## src/rtl/rwf_pkg.sv

```systemverilog
package rwf_pkg;

  // side of the square filter window
  localparam int WIN = 3;
  // number of taps in the window
  localparam int TAPS = WIN * WIN;

  // strobes sent from the control path to the datapath
  typedef struct packed {
    logic shift;    // an accepted column enters the window this edge
    logic capture;  // the window holds a complete window: register its sum
  } rwfStrobes_t;

endpackage

```

## src/rtl/rwfControl.sv

```systemverilog
module rwfControl
  import rwf_pkg::*;
#(
  parameter int X_W = 8,
  parameter int Y_W = 8
) (
  input  logic             clk,
  input  logic             rstN,
  input  logic             colValid,
  input  logic             lineStart,
  output rwfStrobes_t      strobes,
  output logic             outValid,
  output logic [X_W-1:0]   outX,
  output logic [Y_W-1:0]   outY
);

  localparam logic [X_W-1:0] X_MAX   = '1;
  localparam logic [X_W-1:0] X_FULL  = X_W'(WIN - 1);

  logic             inLine;
  logic [X_W-1:0]   colIdx;
  logic [X_W-1:0]   newIdx;
  logic [Y_W-1:0]   lineIdx;
  logic             completeNow;
  logic             captureQ;
  logic [X_W-1:0]   pendX;
  logic [Y_W-1:0]   pendY;

  // index of the column offered this cycle, saturating at the top
  always_comb begin
    if (lineStart) begin
      newIdx = '0;
    end else if (colIdx == X_MAX) begin
      newIdx = colIdx;
    end else begin
      newIdx = colIdx + 1'b1;
    end
  end

  // the offered column completes a window of the current line
  assign completeNow = colValid && inLine && !lineStart && (newIdx >= X_FULL);

  // line and column position tracking
  always_ff @(posedge clk) begin
    if (!rstN) begin
      inLine  <= 1'b0;
      colIdx  <= '0;
      lineIdx <= '0;
    end else if (colValid) begin
      if (lineStart) begin
        inLine  <= 1'b1;
        colIdx  <= '0;
        lineIdx <= inLine ? lineIdx + 1'b1 : '0;
      end else if (inLine) begin
        colIdx  <= newIdx;
      end
    end
  end

  // one stage: window complete -> capture strobe with coordinates
  always_ff @(posedge clk) begin
    if (!rstN) begin
      captureQ <= 1'b0;
      pendX    <= '0;
      pendY    <= '0;
    end else begin
      captureQ <= completeNow;
      if (completeNow) begin
        pendX <= newIdx - 1'b1;
        pendY <= lineIdx;
      end
    end
  end

  // second stage: coordinates leave alongside the registered result
  always_ff @(posedge clk) begin
    if (!rstN) begin
      outValid <= 1'b0;
      outX     <= '0;
      outY     <= '0;
    end else begin
      outValid <= captureQ;
      if (captureQ) begin
        outX <= pendX;
        outY <= pendY;
      end
    end
  end

  always_comb begin
    strobes.shift   = colValid;
    strobes.capture = captureQ;
  end

endmodule

```

## src/rtl/rwfDatapath.sv

```systemverilog
module rwfDatapath
  import rwf_pkg::*;
#(
  parameter int                  PIX_W         = 8,
  parameter logic [2*TAPS-1:0]   WEIGHT_SHIFTS = 18'b00_01_00_01_10_01_00_01_00,
  parameter int                  OUT_SHIFT     = 4
) (
  input  logic               clk,
  input  logic               rstN,
  input  rwfStrobes_t        strobes,
  input  logic [PIX_W-1:0]   colTop,
  input  logic [PIX_W-1:0]   colMid,
  input  logic [PIX_W-1:0]   colBot,
  output logic [PIX_W-1:0]   outPixel
);

  // weights of 1, 2, 4 summing to at most 16 fit in PIX_W + 4 bits
  localparam int SUM_W = PIX_W + 4;

  logic [PIX_W-1:0] win [WIN][WIN];   // [row][column], column 0 oldest
  logic [PIX_W-1:0] newCol [WIN];
  logic [SUM_W-1:0] term [TAPS];
  logic [SUM_W-1:0] windowSum;

  always_comb begin
    newCol[0] = colTop;
    newCol[1] = colMid;
    newCol[2] = colBot;
  end

  // window register array with a left shift path per row
  for (genvar r = 0; r < WIN; r++) begin : g_row
    for (genvar c = 0; c < WIN; c++) begin : g_col
      always_ff @(posedge clk) begin
        if (!rstN) begin
          win[r][c] <= '0;
        end else if (strobes.shift) begin
          if (c == WIN - 1) begin
            win[r][c] <= newCol[r];
          end else begin
            win[r][c] <= win[r][c+1];
          end
        end
      end
    end
  end

  // each tap is a fixed shift of its pixel: a wire for 1, one or two bits for 2, 4
  for (genvar k = 0; k < TAPS; k++) begin : g_tap
    localparam logic [1:0] SH = WEIGHT_SHIFTS[2*k +: 2];
    assign term[k] = SUM_W'(win[k / WIN][k % WIN]) << SH;
  end

  // combinational weighted sum from the window registers
  always_comb begin
    windowSum = '0;
    for (int k = 0; k < TAPS; k++) begin
      windowSum = windowSum + term[k];
    end
  end

  // result register, separate from the window
  always_ff @(posedge clk) begin
    if (!rstN) begin
      outPixel <= '0;
    end else if (strobes.capture) begin
      outPixel <= PIX_W'(windowSum >> OUT_SHIFT);
    end
  end

endmodule

```

## src/rtl/rasterWindowFilter.sv

```systemverilog
module rasterWindowFilter
  import rwf_pkg::*;
#(
  parameter int                  PIX_W         = 8,
  parameter int                  X_W           = 8,
  parameter int                  Y_W           = 8,
  parameter logic [2*TAPS-1:0]   WEIGHT_SHIFTS = 18'b00_01_00_01_10_01_00_01_00,
  parameter int                  OUT_SHIFT     = 4
) (
  input  logic               clk,
  input  logic               rstN,
  input  logic               colValid,
  input  logic               lineStart,
  input  logic [PIX_W-1:0]   colTop,
  input  logic [PIX_W-1:0]   colMid,
  input  logic [PIX_W-1:0]   colBot,
  output logic               outValid,
  output logic [PIX_W-1:0]   outPixel,
  output logic [X_W-1:0]     outX,
  output logic [Y_W-1:0]     outY
);

  rwfStrobes_t strobes;

  rwfControl #(
    .X_W (X_W),
    .Y_W (Y_W)
  ) i_control (
    .clk       (clk),
    .rstN      (rstN),
    .colValid  (colValid),
    .lineStart (lineStart),
    .strobes   (strobes),
    .outValid  (outValid),
    .outX      (outX),
    .outY      (outY)
  );

  rwfDatapath #(
    .PIX_W         (PIX_W),
    .WEIGHT_SHIFTS (WEIGHT_SHIFTS),
    .OUT_SHIFT     (OUT_SHIFT)
  ) i_datapath (
    .clk      (clk),
    .rstN     (rstN),
    .strobes  (strobes),
    .colTop   (colTop),
    .colMid   (colMid),
    .colBot   (colBot),
    .outPixel (outPixel)
  );

endmodule

```

## config.mk

```make
export PLATFORM = sky130hd
export DESIGN_NAME = rasterWindowFilter
export DESIGN_NICKNAME = d
export VERILOG_FILES = /design/src/rtl/rwf_pkg.sv /design/src/rtl/rwfControl.sv /design/src/rtl/rwfDatapath.sv /design/src/rtl/rasterWindowFilter.sv
export SDC_FILE = /design/constraint.sdc
export NUM_CORES = 1
export LEC_CHECK = 0
export BUFFER_PORTS_ARGS = -buffer_cell sky130_fd_sc_hd__buf_4
export CAP_MARGIN = 25
export CELL_PAD_IN_SITES_DETAIL_PLACEMENT = 1
export CELL_PAD_IN_SITES_GLOBAL_PLACEMENT = 1
export CORE_UTILIZATION = 45
export CTS_CLUSTER_SIZE = 25
export DETAILED_ROUTE_END_ITERATION = 7
export GPL_TIMING_DRIVEN = 0
export PLACE_DENSITY_LB_ADDON = 0.1
export SYNTH_ARGS = -nofsm -noshare
export SYNTH_HDL_FRONTEND = slang
export SYNTH_SLANG_ARGS = --single-unit
```

## constraint.sdc

```tcl
create_clock -name clk -period 7.3 [get_ports clk]
set_input_delay 0.73 -clock clk [delete_from_list [all_inputs] [get_ports clk]]
set_output_delay 0.73 -clock clk [all_outputs]
set_load 0.05 [all_outputs]
```

# After elaboration in Yosys (flattened, before gate mapping)
# Memory sizes are Yosys's and may differ from the RTL's.
# Cells that the tools add are included.
dict set report op_classes {
  addsub 11
  order_cmp 1
  eq_ne 1
  muxes 18
  n_bitwise 9
  n_reduce_logical 7
}
# op count
set op_table {}
lappend op_table {{$mux 8} 14}
lappend op_table {{$add 12x8->12} 3}
lappend op_table {{$add 12x9->12} 3}
lappend op_table {{$add 8x1->8 const B} 2}
lappend op_table {{$add 12x10->12} 1}
lappend op_table {{$add 8x9->10} 1}
lappend op_table {{$or 1x1->1} 9}
lappend op_table {{$eq 8x8->1 const B} 1}
lappend op_table {{$ge 8x2->1 const B} 1}
lappend op_table {{$sub 8x1->8 const B} 1}
lappend op_table {{$mux 1} 4}
lappend op_table {{$reduce_and 2->1} 2}
lappend op_table {{$logic_and 1x1->1} 3}
lappend op_table {{$reduce_bool 2->1} 1}
lappend op_table {{$logic_not 1->1} 1}
dict set report totals {
  ff_bits 59
  ramBits 72
  inputBits 28
  memories 1
}
# name words width rd rd_ports_with_merged_regs wr line_no
set mem_list {}
lappend mem_list {i_datapath.win 3 24 3 0 3 rwfDatapath.sv:20} ;# logic [PIX_W-1:0] win [WIN][WIN];

# Longest topological paths before layout
# An unclocked memory read counts as a cell.
dict set report logic_depth {
  word_depth 9
  ltp_mapped 21
}

# Cells and area by module
# A second synthesis with hierarchy kept.
dict set report unflattened {
  hier_cells 662
  hier_area_um2 7319.5
}
# mod instances cells_per_inst area_per_inst_um2 seq_area_each_um2
set by_module_without_submodules {}
lappend by_module_without_submodules {rwfDatapath 1 375 4717.0 2322.2}
lappend by_module_without_submodules {rwfControl 1 287 2602.5 1021.0}

# Least setup slack after synthesis
# OpenSTA, ideal clock, no wires.
dict set report synth_timing {
  kind {flip-flop to flip-flop}
  start {memory i_datapath.win[0][8] in the netlist's numbering}
  end {register i_datapath.outPixel[4]}
  t_arrival_ns 4.915
  setup_slack_ns 2.263
  stages_incl_launch_ff 22
  synth_period_minus_slack_ns 5.037
  cell_sequence {edfxtp_1 -> ha_1 -> inv_1 -> fa_1 -> nor2b_1 -> o21ai_0 -> a21boi_0 -> o21ai_0 -> a21boi_0 -> nor2_1 -> fa_1 -> inv_1 -> fa_1 -> fa_1 -> fa_1 -> inv_1 -> ha_1 -> and3_1 -> a22oi_1 -> nor2b_1 -> xor2_1 -> o21ai_0}
}
# item line_no
set synth_rtl {}
lappend synth_rtl {{start, declared} rwfDatapath.sv:20}
lappend synth_rtl {{end signal, assigned} rwfDatapath.sv:67} ;# outPixel <= PIX_W'(windowSum >> OUT_SHIFT);
lappend synth_rtl {{end, declared} rwfDatapath.sv:14} ;# output logic [PIX_W-1:0] outPixel

==> metrics.md <==
| Metric | Value |
|---|---|
| Placed cell count | `approximately 900` |
| Max-slew headroom at the worst pin | `46.3%` |
| Power density of the placed cells | `307 mW/mm2` |
| Cell count after synthesis | `653` |
| Starting density of the core | `between 40% and 50%` |
| Post-synthesis async set-or-reset flop share | `0%` |
| Total internal power | `1.72 mW` |
| Number of input and output port buffers inserted | `51` |
| Number of clock buffers inserted by TritonCTS | `17` |
| Hold wc startpoint | `i_control.pendY[6]$_SDFFE_PN0P_` |
| Primary FF master, synth | `sky130_fd_sc_hd__edfxtp_1` |
| Count of flip-flops with a built-in enable after synthesis | `72` |
| Sequential group share of total power | `32.0%` |
| Gates resized, CTS repair | `0` |
| Routed vias/inst | `5.37` |
| Final Routed Wirelength | `about 18000 um` |
| Max-cap violation count | `0` |
| Hpwl dp | `13300 um` |
| Number of buffers inserted by hold repair at cts | `0` |
| TritonCTS clock tree | `done` |
| Proportion of layout cells with a drive suffix above 1 | `between 10% and 20%` |
| Type of the worst setup path | `flop to flop` |
| Switch Pwr | `approximately 890 uW` |
| Row count | `45` |
| Iteration-0 DRC count of the detailed router | `262` |
| Largest net degree at the start of global routing | `53` |
| Worst-case hold slack | `0.448 ns` |
| Worst hold-check path type | `flop to flop` |
| Number of routed nets with antenna violations | `0` |
| Layout Utilization | `54.9%` |
| Global-route wire length before repair | `around 30000 um` |
| Number of iterations in the first detailed-routing pass | `4` |
| Clk network pwr share | `between 30% and 40%` |
| Clk Latency, worst-skew pair | `about 0.42 ns` |
| Height of the chip | `128 um` |
| Switching share of power | `34.1%` |
| Largest voltage drop on the vdd net | `0.000249 V` |
| Final net count | `between 800 and 900` |
| Overall power | `2.60 mW` |
| Mapped cell area | `0.00720 mm2` |
| Vias in the first global route | `between 5000 and 6000` |
| Outcome | `finished, final reports clean` |
| Crit end category | `flop` |
| Buffer levels on the longest clock path | `2` |
| Final hold violations | `0` |
| Total number of clock tree sinks | `about 130` |
| CP Launch Type | `flop` |
| Worst-path maximum fanout | `4` |
| Global-route usage over all layers | `between 20% and 30%` |
| Max Transition Viols Final | `0` |
| Routed wire length per instance | `19.1 um` |
| Most common cell after layout, fill and taps aside | `sky130_fd_sc_hd__and3_1` |
| Post-CTS setup-driven buffer insertion count | `0` |
| Slew at the pin with the worst max-slew slack | `0.805 ns` |
| Count of final setup violators | `0` |
| Number of vias after detailed routing | `5093` |
| Layout Cells excl Fill | `948` |
| Final critical-path share of the clock period | `84.9%` |
| Maximum level of the CTS H-tree | `4` |
| Antenna violations before repair | `0` |
| Clock Tree Root | `sky130_fd_sc_hd__clkbuf_16` |
| Most frequent cells in the layout | `79 x sky130_fd_sc_hd__and3_1, 78 x sky130_fd_sc_hd__inv_1, 72 x sky130_fd_sc_hd__edfxtp_1, 59 x sky130_fd_sc_hd__dfxtp_1, 54 x sky130_fd_sc_hd__nor2_1` |
| Number of warnings issued by yosys | `0` |
| Critical path launch point | `i_datapath.win[0][8]$_SDFFCE_PN0P_` |
| Total gr overflow | `0` |
| Crit Reg-Reg Startpoint | `i_datapath.win[0][8]$_SDFFCE_PN0P_` |
| Mean cell area of the mapped netlist | `11.0 um2` |
| Pleak | `3.68 nW` |
| Antenna diodes | `0` |
| Number of design rule violations left after detail routing | `0` |
| Final-layout setup total negative slack | `0 ns` |
| CTS clock-pin slew for the worst setup and hold paths | `0.06 ns` |
| Critical path required time | `7.60 ns` |
| Data arrival time of the critical path | `6.50 ns` |
| Final Critical Period | `6.20 ns` |
| Setup repair after global routing missed its margin | `no` |
| Library cells used by synthesis | `55` |
| Growth of design area from synthesis to finish | `17.7%` |
| Placer congestion estimate | `0.827` |
| Net count after synthesis | `753` |
| Maximum operating frequency | `161 MHz` |
| Synth Register Bits | `~130` |
| Core Box Area | `0.0154 mm2` |
| Number of top-level design ports | `53` |
| Die width | `128 um` |
| Portion of total power attributed to combinational logic | `34.9%` |
| Final setup skew | `0.00929 ns` |
| Sequential share of the synthesized area | `46.4%` |
| Overall die area | `0.0165 mm2` |
## power by group through the flow
stage                     combinational (mW)  sequential [mW]  clock, mW
after floorplan                        0.667            0.844          0
after global placement                 0.838            0.850          0
after detailed placement               0.893            0.851          0
after CTS                              0.926            0.835      0.873
after global routing                    1.03            0.838      0.899
final                                  0.908            0.834      0.862
## worst max-delay path: stages (launching register included)
cell and delay (ns):
sky130_fd_sc_hd__edfxtp_1 0.40, sky130_fd_sc_hd__ha_1 0.17, sky130_fd_sc_hd__inv_1 0.05, sky130_fd_sc_hd__fa_1 0.43, sky130_fd_sc_hd__nor2b_1 0.16, sky130_fd_sc_hd__o21ai_0 0.13
sky130_fd_sc_hd__a21boi_0 0.35, sky130_fd_sc_hd__o21ai_0 0.17, sky130_fd_sc_hd__a21boi_0 0.46, sky130_fd_sc_hd__nor2_1 0.16, sky130_fd_sc_hd__fa_1 0.55, sky130_fd_sc_hd__inv_1 0.07
sky130_fd_sc_hd__fa_1 0.54, sky130_fd_sc_hd__fa_1 0.54, sky130_fd_sc_hd__fa_1 0.54, sky130_fd_sc_hd__inv_1 0.05, sky130_fd_sc_hd__ha_1 0.36, sky130_fd_sc_hd__and3_1 0.22
sky130_fd_sc_hd__a22oi_1 0.29, sky130_fd_sc_hd__nor2b_1 0.20, sky130_fd_sc_hd__xor2_1 0.15, sky130_fd_sc_hd__o21ai_0 0.08
## logic make-up after synthesis
kind of cell	count (synthesis)	share of synthesized area, %
compound gates	83	8.62
xor+xnor	21	2.55
fa+ha+maj	72	17.5
buf+inv	111	6.20
flops	131	46.4
mux	21	2.92
simple gates	214	15.7
## cells in the mapped netlist (11+ instances only)
cell type / instances / area, um2
sky130_fd_sc_hd__a21oi_1: 16 / 80.1
sky130_fd_sc_hd__ha_1: 24 / 300
sky130_fd_sc_hd__clkbuf_1: 25 / 93.8
sky130_fd_sc_hd__nand2_1: 24 / 90.1
sky130_fd_sc_hd__fa_1: 48 / 961
sky130_fd_sc_hd__nor2_1: 54 / 203
sky130_fd_sc_hd__dfxtp_1: 59 / 1180
sky130_fd_sc_hd__xnor2_1: 11 / 96.3
sky130_fd_sc_hd__nand3_1: 20 / 100
sky130_fd_sc_hd__and3_1: 79 / 494
sky130_fd_sc_hd__mux2i_1: 21 / 210
sky130_fd_sc_hd__inv_1: 78 / 293
sky130_fd_sc_hd__o21ai_0: 14 / 70.1
sky130_fd_sc_hd__o21ai_1: 11 / 55.1
sky130_fd_sc_hd__edfxtp_1: 72 / 2160
## per-stage QoR
step | instance area [um2] | worst slack [ns]
2_1_floorplan | 7200 | 2.26
3_3_place_gp | 7850 | 1.64
3_5_place_dp | 7880 | 1.28
4_1_cts | 8480 | 1.12
5_1_grt | 8480 | 0.865
6_report | 8480 | 1.10
## flip-flops by register name, indices dropped and copies added (netlist names)
name,count
i_control.captureQ,1
i_control.colIdx,8
i_control.inLine,1
i_control.lineIdx,8
i_control.outValid,1
i_control.outX,8
i_control.outY,8
i_control.pendX,8
i_control.pendY,8
i_datapath.outPixel,8
i_datapath.win,72
## path summary, 6_finish.rpt
path / endpoint / slack (ns) / cells after the start
min: i_control.pendY[6]$_SDFFE_PN0P_ / 0.45 / 2
max: i_datapath.outPixel[4]$_SDFFE_PN0P_ / 1.10 / 21
min reg2reg: i_control.pendY[6]$_SDFFE_PN0P_ / 0.45 / 2
max reg2reg: i_datapath.outPixel[4]$_SDFFE_PN0P_ / 1.10 / 21
## layer usage
layer	wire length [um]	track usage, %	up-vias
li1	-	-	2400
met5	0	0	-
met4	255	8.03	0
met1	8450	32.2	2576
met3	636	3.74	19
met2	8750	39.9	98
## final cells by class
| type | count | area [um2] |
|---|---|---|
| Clock buffer | 19 | 475 |
| Sequential cell | 131 | 3340 |
| Fill cell | 1689 | 6950 |
| Inverter | 78 | 293 |
| Tap cell | 211 | 264 |
| Multi-Input combinational cell | 411 | 3420 |
| Timing Repair Buffer | 52 | 410 |
| Clock inverter | 13 | 120 |
| Buffer | 33 | 154 |
No activity file was read; power rests on OpenSTA's default activity.
